## src/rtl/osc_irq_pkg.sv

```systemverilog
package osc_irq_pkg;
  localparam int ADDR_W = 2;
  localparam logic [ADDR_W-1:0] REG_FLAG  = 2'd0;
  localparam logic [ADDR_W-1:0] REG_ENSET = 2'd1;
  localparam logic [ADDR_W-1:0] REG_ENCLR = 2'd2;
endpackage

```

## src/rtl/osc_irq_edge.sv

```systemverilog
module osc_irq_edge #(
  parameter int NUM_SRC = 11
) (
  input  logic               clk,
  input  logic               rst,
  input  logic [NUM_SRC-1:0] status_i,
  output logic [NUM_SRC-1:0] rise_o
);
  logic [NUM_SRC-1:0] prev_q;

  for (genvar g = 0; g < NUM_SRC; g++) begin : g_bit
    always_ff @(posedge clk) begin
      if (rst) prev_q[g] <= 1'b0;
      else     prev_q[g] <= status_i[g];
    end
    assign rise_o[g] = status_i[g] & ~prev_q[g];
  end


  steady_high_no_rise_chk: assert property (@(posedge clk) disable iff (rst)
    1'b1 |=> ((rise_o & $past(status_i)) == '0));
endmodule

```

## src/rtl/osc_irq_flags.sv

```systemverilog
module osc_irq_flags #(
  parameter int NUM_SRC = 11
) (
  input  logic               clk,
  input  logic               rst,
  input  logic [NUM_SRC-1:0] rise_i,
  input  logic [NUM_SRC-1:0] clr_i,
  output logic [NUM_SRC-1:0] flag_o
);
  logic [NUM_SRC-1:0] flag_q;

  always_ff @(posedge clk) begin
    if (rst) flag_q <= '0;
    else     flag_q <= (flag_q & ~clr_i) | rise_i;
  end
  assign flag_o = flag_q;


  edge_sets_flag_chk: assert property (@(posedge clk) disable iff (rst)
    (rise_i != '0) |=> ((flag_q & $past(rise_i)) == $past(rise_i)));

  clear_drops_flag_chk: assert property (@(posedge clk) disable iff (rst)
    ((clr_i & ~rise_i) != '0) |=> ((flag_q & $past(clr_i & ~rise_i)) == '0));

  no_spurious_flag_chk: assert property (@(posedge clk) disable iff (rst)
    1'b1 |=> ((flag_q & ~$past(flag_q) & ~$past(rise_i)) == '0));
endmodule

```

## src/rtl/osc_irq_enables.sv

```systemverilog
module osc_irq_enables #(
  parameter int NUM_SRC = 11
) (
  input  logic               clk,
  input  logic               rst,
  input  logic [NUM_SRC-1:0] set_i,
  input  logic [NUM_SRC-1:0] clr_i,
  output logic [NUM_SRC-1:0] en_o
);
  logic [NUM_SRC-1:0] en_q;

  always_ff @(posedge clk) begin
    if (rst) en_q <= '0;
    else     en_q <= (en_q | set_i) & ~clr_i;
  end
  assign en_o = en_q;


  enable_set_chk: assert property (@(posedge clk) disable iff (rst)
    (set_i != '0) |=> ((en_q & $past(set_i)) == $past(set_i)));

  enable_clear_chk: assert property (@(posedge clk) disable iff (rst)
    (clr_i != '0) |=> ((en_q & $past(clr_i)) == '0));

  enable_hold_chk: assert property (@(posedge clk) disable iff (rst)
    ((set_i | clr_i) == '0) |=> (en_q == $past(en_q)));
endmodule

```

## src/rtl/osc_irq_ctrl.sv

```systemverilog
module osc_irq_ctrl
  import osc_irq_pkg::*;
#(
  parameter int NUM_SRC = 11
) (
  input  logic                clk,
  input  logic                rst,
  input  logic [NUM_SRC-1:0]  status_i,
  input  logic [ADDR_W-1:0]   reg_addr,
  input  logic                reg_we,
  input  logic [NUM_SRC-1:0]  reg_wdata,
  output logic [NUM_SRC-1:0]  reg_rdata,
  output logic                irq_o,
  output logic                wake_o
);
  logic [NUM_SRC-1:0] rise;
  logic [NUM_SRC-1:0] flags;
  logic [NUM_SRC-1:0] en;
  logic [NUM_SRC-1:0] flag_clr;
  logic [NUM_SRC-1:0] en_set;
  logic [NUM_SRC-1:0] en_clr;
  logic [NUM_SRC-1:0] pending;

  assign flag_clr = (reg_we && reg_addr == REG_FLAG)  ? reg_wdata : '0;
  assign en_set   = (reg_we && reg_addr == REG_ENSET) ? reg_wdata : '0;
  assign en_clr   = (reg_we && reg_addr == REG_ENCLR) ? reg_wdata : '0;

  osc_irq_edge #(.NUM_SRC(NUM_SRC)) u_edge (
    .clk(clk), .rst(rst), .status_i(status_i), .rise_o(rise)
  );

  osc_irq_flags #(.NUM_SRC(NUM_SRC)) u_flags (
    .clk(clk), .rst(rst), .rise_i(rise), .clr_i(flag_clr), .flag_o(flags)
  );

  osc_irq_enables #(.NUM_SRC(NUM_SRC)) u_en (
    .clk(clk), .rst(rst), .set_i(en_set), .clr_i(en_clr), .en_o(en)
  );

  always_comb begin
    unique case (reg_addr)
      REG_FLAG:             reg_rdata = flags;
      REG_ENSET, REG_ENCLR: reg_rdata = en;
      default:              reg_rdata = '0;
    endcase
  end

  assign pending = flags & en;
  assign irq_o   = |pending;
  assign wake_o  = pending != '0;


  irq_needs_enable_chk: assert property (@(posedge clk) disable iff (rst)
    (en == '0) |-> !irq_o);

  irq_needs_flag_chk: assert property (@(posedge clk) disable iff (rst)
    irq_o |-> (flags != '0));

  wake_matches_irq_chk: assert property (@(posedge clk) disable iff (rst)
    wake_o == irq_o);

  reset_quiet_chk: assert property (@(posedge clk)
    rst |=> (!irq_o && flags == '0 && en == '0));
endmodule

```

## config.mk

```make
export PLATFORM = sky130hd
export DESIGN_NAME = osc_irq_ctrl
export DESIGN_NICKNAME = d
export VERILOG_FILES = /design/src/rtl/osc_irq_pkg.sv /design/src/rtl/osc_irq_edge.sv /design/src/rtl/osc_irq_flags.sv /design/src/rtl/osc_irq_enables.sv /design/src/rtl/osc_irq_ctrl.sv
export SDC_FILE = /design/constraint.sdc
export NUM_CORES = 1
export LEC_CHECK = 0
export BUFFER_PORTS_ARGS = -buffer_cell sky130_fd_sc_hd__buf_2
export CAP_MARGIN = 15
export CORE_AREA = 2 2 61 63
export DETAILED_ROUTE_END_ITERATION = 8
export DIE_AREA = 0 0 63 65
export PLACE_DENSITY = 0.71
export SLEW_MARGIN = 20
export SYNTH_ARGS = -nofsm -noshare
export SYNTH_HDL_FRONTEND = slang
export SYNTH_SLANG_ARGS = --single-unit
```

## constraint.sdc

```tcl
create_clock -name clk -period 1.15 [get_ports clk]
set_input_delay 0.0575 -clock clk [delete_from_list [all_inputs] [get_ports clk]]
set_output_delay 0.0575 -clock clk [all_outputs]
set_load 0.005 [all_outputs]
```

Word-level counts from Yosys, hierarchy flattened
Cells that the tools add are included.

Equality and inequality tests: 2. Multiplexer cells: 4. Bitwise gates (word level): 29. Reduce and logical (&&, ||, !) cells: 7.

Operator list (count): $and 11x11->11 (3); $mux 11 (3); $not 11->11 (2); $or 11x11->11 (2); $pmux 11 s2 (1); $and 1x1->1 (11); $not 1->1 (11); $reduce_bool 11->1 (1); $reduce_or 11->1 (1); $logic_and 1x1->1 (3); $eq 2x1->1 const B (1); $eq 2x2->1 const B (1); $logic_not 2->1 (1); $reduce_or 2->1 (1).

Register bits: 33. Input port bits: 27. Output and inout bits: 13. Logic and storage cells: 55.

Longest topological paths before layout
Gate-level depths: netlist (run 1).

Depth after elaboration: 6. Depth in mapped cells: 6. Depth with buffers taken out: 5.

Hierarchy
Synthesis (run 1) repeated with hierarchy kept, for this count alone.

Cell total of the unflattened synthesis: 191. Area total of the unflattened synthesis: 1702.9 µm².

By module, submodules not included: osc_irq_ctrl (times used 1, cells each 78, area an instance 490.5 µm², seq. area each 0.0 µm²); osc_irq_flags (times used 1, cells each 45, area an instance 434.2 µm², seq. area each 220.2 µm²); osc_irq_edge (times used 1, cells each 34, area an instance 394.1 µm², seq. area each 220.2 µm²); osc_irq_enables (times used 1, cells each 34, area an instance 384.1 µm², seq. area each 220.2 µm²).

Least setup slack after synthesis (run 1)
OpenSTA, ideal clock, no wires.

Path kind: register -> output. Start point: register u_flags.flag_q[4], in the netlist u_flags.flag_o[4]. End point: output port wake_o. Data arrival time: 1.008 ns. Data required time: 1.092 ns. Setup slack: 0.085 ns. Cell stages (with the launch flop): 5. Path buffers: 1. Cell sequence: dfxtp_1 > a22o_1 > a221oi_1 > nand3_1 > buf_4.

Longest elaborated chain between the ends: 2.

Ends and longest elaborated chain: start, declared (line osc_irq_flags.sv:10) `logic [NUM_SRC-1:0] flag_q;`; start signal, assigned (line osc_irq_flags.sv:14) `else flag_q <= (flag_q & ~clr_i) | rise_i;`; $and 11x11->11 (line osc_irq_ctrl.sv:48) `assign pending = flags & en;`; $reduce_bool 11->1 (line osc_irq_ctrl.sv:50) `assign wake_o = pending != '0;`; end, declared (line osc_irq_ctrl.sv:14) `output logic wake_o`.

Every way passes these cells.

Worst setup path in the final report (run 1)
Start point: register u_en.en_q[7], in the netlist u_en.en_o[7]. End point: output port irq_o.

Longest elaborated chain between the ends: 2.

Ends and longest elaborated chain: start, declared (line osc_irq_enables.sv:10) `logic [NUM_SRC-1:0] en_q;`; start signal, assigned (line osc_irq_enables.sv:14) `else en_q <= (en_q | set_i) & ~clr_i;`; $and 11x11->11 (line osc_irq_ctrl.sv:48); $reduce_or 11->1 (line osc_irq_ctrl.sv:49) `assign irq_o = |pending;`; end, declared (line osc_irq_ctrl.sv:13) `output logic irq_o,`.

Every way passes these cells.

==> results by group, run 1 <==
Status
  – Run status: complete, but fails checks
  – Failing checks: negative setup slack

Logic synthesis
  – Main synth FF type: dfxtp_1
  – Synthesized instance count: 157
  – Synth warnings: 0
  – Flops & latches, synth: 33
  – Most common cell in the netlist: dfxtp_1
  – Synth Cell Area: 1486 um2
  – Cells taking the most area after synthesis: dfxtp_1, nor2b_1, a211oi_2
  – Post-synth top area cell: dfxtp_1
  – Seq/Total Area, Yosys: 44.44%
  – Syn avg cell area: 9.468 um2
  – Synth cell count leaders: dfxtp_1, nor2_1, nor2b_1, a21oi_1, nand3_1
  – Post-synth top area share: 44.44%
  – Mapped Nets: 188
  – Share of flip-flops with an asynchronous set or reset: 0%
  – Post-synth EDFFs: 0
  – Netlist cell types: 21

Placement
  – Hpwl dp: 2313 um
  – Buffers added on ports: 39
  – Post-place setup slack: -0.07696 ns
  – Placer Congestion: 0.7618

Clock network
  – Maximum root-to-sink buffer count: 2
  – TritonCTS sink count: 33
  – Worst-Skew Late Latency: between 0.3 and 0.4 ns
  – CTS tree: built
  – H-tree depth: 2
  – Total CTS buffers: 5
  – Clk Tree Root Cell: clkbuf_4
  – Reg clk slew, reported paths: 0.10 ns

Job
  – Max-cap violations: 0

Die
  – Initial Util: 42.52%
  – Core region area: 3496 um2
  – Rows: 22
  – Die Wd: around 63 um
  – # IOs: 40
  – Die ar.: approximately 4100 um2
  – Die Height: about 65 um

STA
  – Final Hold Viols: 0
  – Worst setup margin: -0.3308 ns
  – Max Slew Vio Count: 0
  – Max-slew headroom: 71.76%
  – Unrepaired setup endpoints after global routing: true
  – Fmax: 0.6753 GHz
  – Tightest Pin Transition: between 0.4 and 0.5 ns
  – Setup Viol. Count Final: 6
  – TNS Setup: -0.9294 ns
  – Fin crit share: 128.8%
  – Clk_skew: 0.007222 ns
  – Hold WS: a little over 0.08 ns
  – Fin crit period: 1.481 ns

Drt
  – DRT Pass-1 Iters: 4
  – Routed wire length: 3862 um
  – Initial DRC count: 78
  – Vias per std cell: ~5.1
  – Routed len/inst: 13.84 um
  – Via count: 1418
  – DRC: 0
  – Remaining antenna violation count: 0

Pwr
  – Total Power: between 2 and 2.5 mW
  – Clock power frac: 26.2%
  – PD cells: 1053 nW/um2
  – Maximum vdd drop: 0.0007624 V
  – Internal cell power: 1.701 mW
  – Comb power frac: 19.9%
  – Switching power: 0.6333 mW
  – Net Sw Frac: 27.13%
  – Pleak: between 0.9 and 1 nW
  – Sequential share of power: a little over half

Global route
  – Vias in the first global route: 1278
  – Largest net degree at the start of global routing: 23
  – Global route total overflow: 0
  – Total GRT Usage: 18.75%
  – First-pass GRT wire length: 5871 um
  – Initial antenna violation count: 0

Finish
  – Layout cell share with drive strength beyond 1: 47.19%
  – Ant diodes: 0
  – Fin nets: 261
  – Fill count: 310
  – Final core occ: 63.42%
  – P&R area growth vs syn: 49.16%

Worst setup path
  – Critical setup path kind: flop to output pin
  – Crit start category: flop
  – Data arrival, critical path: about 1.4 ns
  – Crit path required time: ~1.1 ns
  – Worst Setup End Kind: output pin
  – Crit Path Max Fanout: 2

Hold path
  – Worst min path class: input port to flop
==> metal layers <==
layer	GRT usage (%)	up-vias	part of all wire, %
met2	33.11	41	53
met4	7.500	0	0.67
met1	21.33	665	42
met3	5.208	4	4.8
met5	0	-	0
li1	-	708	-
==> critical path, cell delays in order (launching register included) <==
cell      delay, ns
dfxtp_2        0.34
a22o_1         0.25
a221oi_2       0.20
nand3_1        0.14
buf_2          0.16
==> stage by stage <==
| step | area [um2] | std cells |
|---|---|---|
| 2_1_floorplan | 1486 | 157 |
| 3_3_place_gp | 1798 | 244 |
| 3_5_place_dp | 1798 | 244 |
| 4_1_cts | 2155 | 277 |
| 5_1_grt | 2217 | 279 |
| 6_report | 2217 | 279 |
==> power groups by stage <==
stage,sequential (mW),combinational [mW],clock (mW)
5_1_grt,1.27,0.506,0.687
2_1_floorplan,1.26,0.201,0
3_5_place_dp,1.27,0.356,0
4_1_cts,1.25,0.436,0.637
6_report,1.26,0.465,0.610
3_3_place_gp,1.27,0.350,0
==> cell type report <==
| type | count | area (um2) | area share, % |
|---|---|---|---|
| Multi-Input combinational cell | 111 | 834.6 | 37.64 |
| Sequential cell | 33 | 678.2 | 30.59 |
| Timing Repair Buffer | 77 | 588.1 | 26.52 |
| Tap cell | 48 | 60.06 | 2.709 |
| Clock buffer | 8 | 48.80 | 2.201 |
| Inverter | 2 | 7.507 | 0.3386 |
==> placed cells by master, fill, tap and decap left out, drive strengths merged, types with 4 or more instances in the layout <==
master	netlist	layout
nor2	22	22
dlygate4sd3	0	22
a22oi	11	11
a211oi	11	11
clkbuf	3	8
nor2b	21	21
a21oi	22	22
dfxtp	33	33
nand3	12	12
ha	4	4
buf	8	55
==> state kept, by name, summed over array words and instances, names as in the netlist <==
register        flops
u_en.en_o          11
u_flags.flag_o     11
u_edge.prev_q      11
==> final timing paths <==
path	startpoint	endpoint	slack [ns]	cells past startpoint
worst max-delay path	u_en.en_o[7]$_SDFF_PP0_	irq_o	-0.33	4
worst min-delay path	rst	u_flags.flag_o[9]$_SDFF_PP0_	0.08	2
worst max register to register	u_en.en_o[7]$_SDFF_PP0_	u_en.en_o[7]$_SDFF_PP0_	0.30	4
worst min register to register	u_flags.flag_o[9]$_SDFF_PP0_	u_flags.flag_o[9]$_SDFF_PP0_	0.52	2
==> logic make-up after synthesis <==
logic type | count (synthesis) | synth area share, %
adders and majority gates | 4 | 3.367
AOI/OAI and AO/OA | 49 | 27.44
and+or+nand+nor | 58 | 19.95
buffers and inverters | 13 | 4.798
DFF | 33 | 44.44
==> what timing repair did <==
| action | in CTS | in global routing |
|---|---|---|
| gates cloned | 0 | 0 |
| gates resized for setup | 19 | 14 |
| setup buffers | 3 | 2 |
| hold endpoints to repair | 22 | 0 |
| endpoints found under the setup margin | 13 | 13 |
| pin swaps | 9 | 8 |
| hold buffers | 22 | 0 |
Power figures use the tool's default switching activity.
==> run 2: changes to the inputs <==
clock period = 1.6 ns   (was 1.15 ns; I/O delays follow)
==> results by group, run 2 (synthesis gave the netlist of run 1 again) <==
Worst setup path
  – Worst Setup End Kind: output pin
  – Crit Path Max Fanout: 3
  – Crit path required time: around 1.5 ns
  – Critical setup path kind: flop to output pin
  – Data arrival, critical path: about 1.4 ns
  – Crit start category: flop

Clock network
  – Post-CTS Setup Bufs: 0
  – Total CTS buffers: 5
  – Worst-Skew Late Latency: 0.33 ns
  – TritonCTS sink count: 33
  – Reg clk slew, reported paths: 0.09 ns
  – CTS tree: built
  – Clk Tree Root Cell: clkbuf_4
  – H-tree depth: 2
  – Maximum root-to-sink buffer count: 2

Global route
  – M1 GR Usage: around 21%
  – Grt peak-use layer: met2
  – Global route total overflow: 0
  – Largest net degree at the start of global routing: 23
  – Grt met2 use: 28.59%
  – Initial antenna violation count: 0
  – First-pass GRT wire length: 5451 um
  – Vias in the first global route: 1236
  – GR Util met3: 3.819%
  – Total GRT Usage: approximately 18%

Placement
  – Cell total after placement: 236
  – Buffers added on ports: 39
  – Hpwl dp: 2211 um
  – Placer Congestion: 0.7972

Pwr
  – Maximum vdd drop: 0.0003383 V
  – PD cells: 822.0 nW/um2
  – Pleak: 0.8243 nW
  – Total Power: 1.634 mW

Job
  – Max-cap violations: 0

STA
  – TNS Setup: 0 ns
  – Clk_skew: 0.001200 ns
  – Unrepaired setup endpoints after global routing: false
  – Max-slew headroom: a little under three fifths
  – Fin crit share: between 90% and 100%
  – Final Hold Viols: 0
  – Max Slew Vio Count: 0
  – Tightest Pin Transition: ~0.64 ns
  – Setup Viol. Count Final: 0
  – Fin crit period: 1.493 ns
  – Fmax: 0.6697 GHz

Drt
  – DRT Pass-1 Iters: 4
  – Routed wire length: 3313 um
  – Via count: 1313
  – DRC: 0
  – Vias per std cell: 4.955
  – Routed len/inst: 12.50 um
  – Remaining antenna violation count: 0
  – Initial DRC count: 54

Hold path
  – Worst min path class: input port to flop

Die
  – Die ar.: 4095 um2
  – # IOs: 40
  – Die Wd: between 60 and 70 um
  – Die Height: around 65 um
  – Core region area: 3496 um2
  – Rows: 22
  – Initial Util: between 40% and 50%

Finish
  – Layout cell share with drive strength beyond 1: 32.72%
  – Fin nets: 248
  – Post-Layout Cell Count: 265
  – Ant diodes: 0
  – Most common cell after layout, fill and taps aside: buf_2
  – P&R area growth vs syn: 33.75%
  – Most frequent cells in the layout: buf_2, dfxtp_1, nor2_1, dlygate4sd3_1, nor2b_1

Status
  – Run status: finished, final reports clean
==> run 2: cell type report <==
cell class / count / area, um2
Clock buffer: 7 / 55.05
Fill cell: 347 / 1508
Inverter: 2 / 7.507
Multi-Input combinational cell: 111 / 767.0
Sequential cell: 33 / 660.6
Tap cell: 48 / 60.06
Timing Repair Buffer: 64 / 437.9
==> run 2: where the power goes <==
group / leakage (nW) / internal [mW] / switching [mW] / total, mW
clock: 0.0314 / 0.207 / 0.261 / 0.468
sequential: 0.273 / 0.867 / 0.0313 / 0.898
combinational: 0.520 / 0.137 / 0.131 / 0.268
total: 0.824 / 1.21 / 0.423 / 1.63
==> run 2: metal layers <==
layer | routed length, um | part of all wire [%]
met5 | 0 | 0
met1 | 1472 | 44
met3 | 162 | 4.9
met4 | 94 | 2.8
met2 | 1584 | 48
==> run 2: worst max-delay path: stages, from the launching register on <==
cell	delay [ns]
dfxtp_1	0.33
a22o_1	0.24
a221oi_2	0.22
nand3_1	0.13
buf_2	0.15
==> run 2: per-stage QoR <==
step / util [%] / hold WS (ns) / setup slack (ns) / cell area (um2)
finish: 56.87 / 0.1503 / 0.1067 / 1988
global route: 56.87 / 0.1642 / 0.01610 / 1988
detailed placement: 48.64 / 0.2938 / 0.3610 / 1700
global placement: 48.64 / 0.2951 / 0.3756 / 1700
CTS: 56.51 / 0.1551 / 0.03889 / 1976
floorplan: - / 0.1516 / 0.5121 / 1486
==> run 2: worst paths after layout <==
| kind | startpoint | endpoint | slack (ns) | depth (start not counted) |
|---|---|---|---|---|
| worst min-delay path | rst | u_flags.flag_o[7]$_SDFF_PP0_ | 0.15 | 2 |
| worst max-delay path | u_flags.flag_o[7]$_SDFF_PP0_ | irq_o | 0.11 | 4 |
| worst max register to register | u_en.en_o[10]$_SDFF_PP0_ | u_en.en_o[10]$_SDFF_PP0_ | 0.87 | 2 |
| worst min register to register | u_flags.flag_o[7]$_SDFF_PP0_ | u_flags.flag_o[7]$_SDFF_PP0_ | 0.52 | 2 |
==> run 2: what timing repair did <==
action,in CTS,in global routing
setup endpoints to repair,0,2
endpoints found under the hold margin,22,0
resized for setup,0,2
hold buffers,22,0
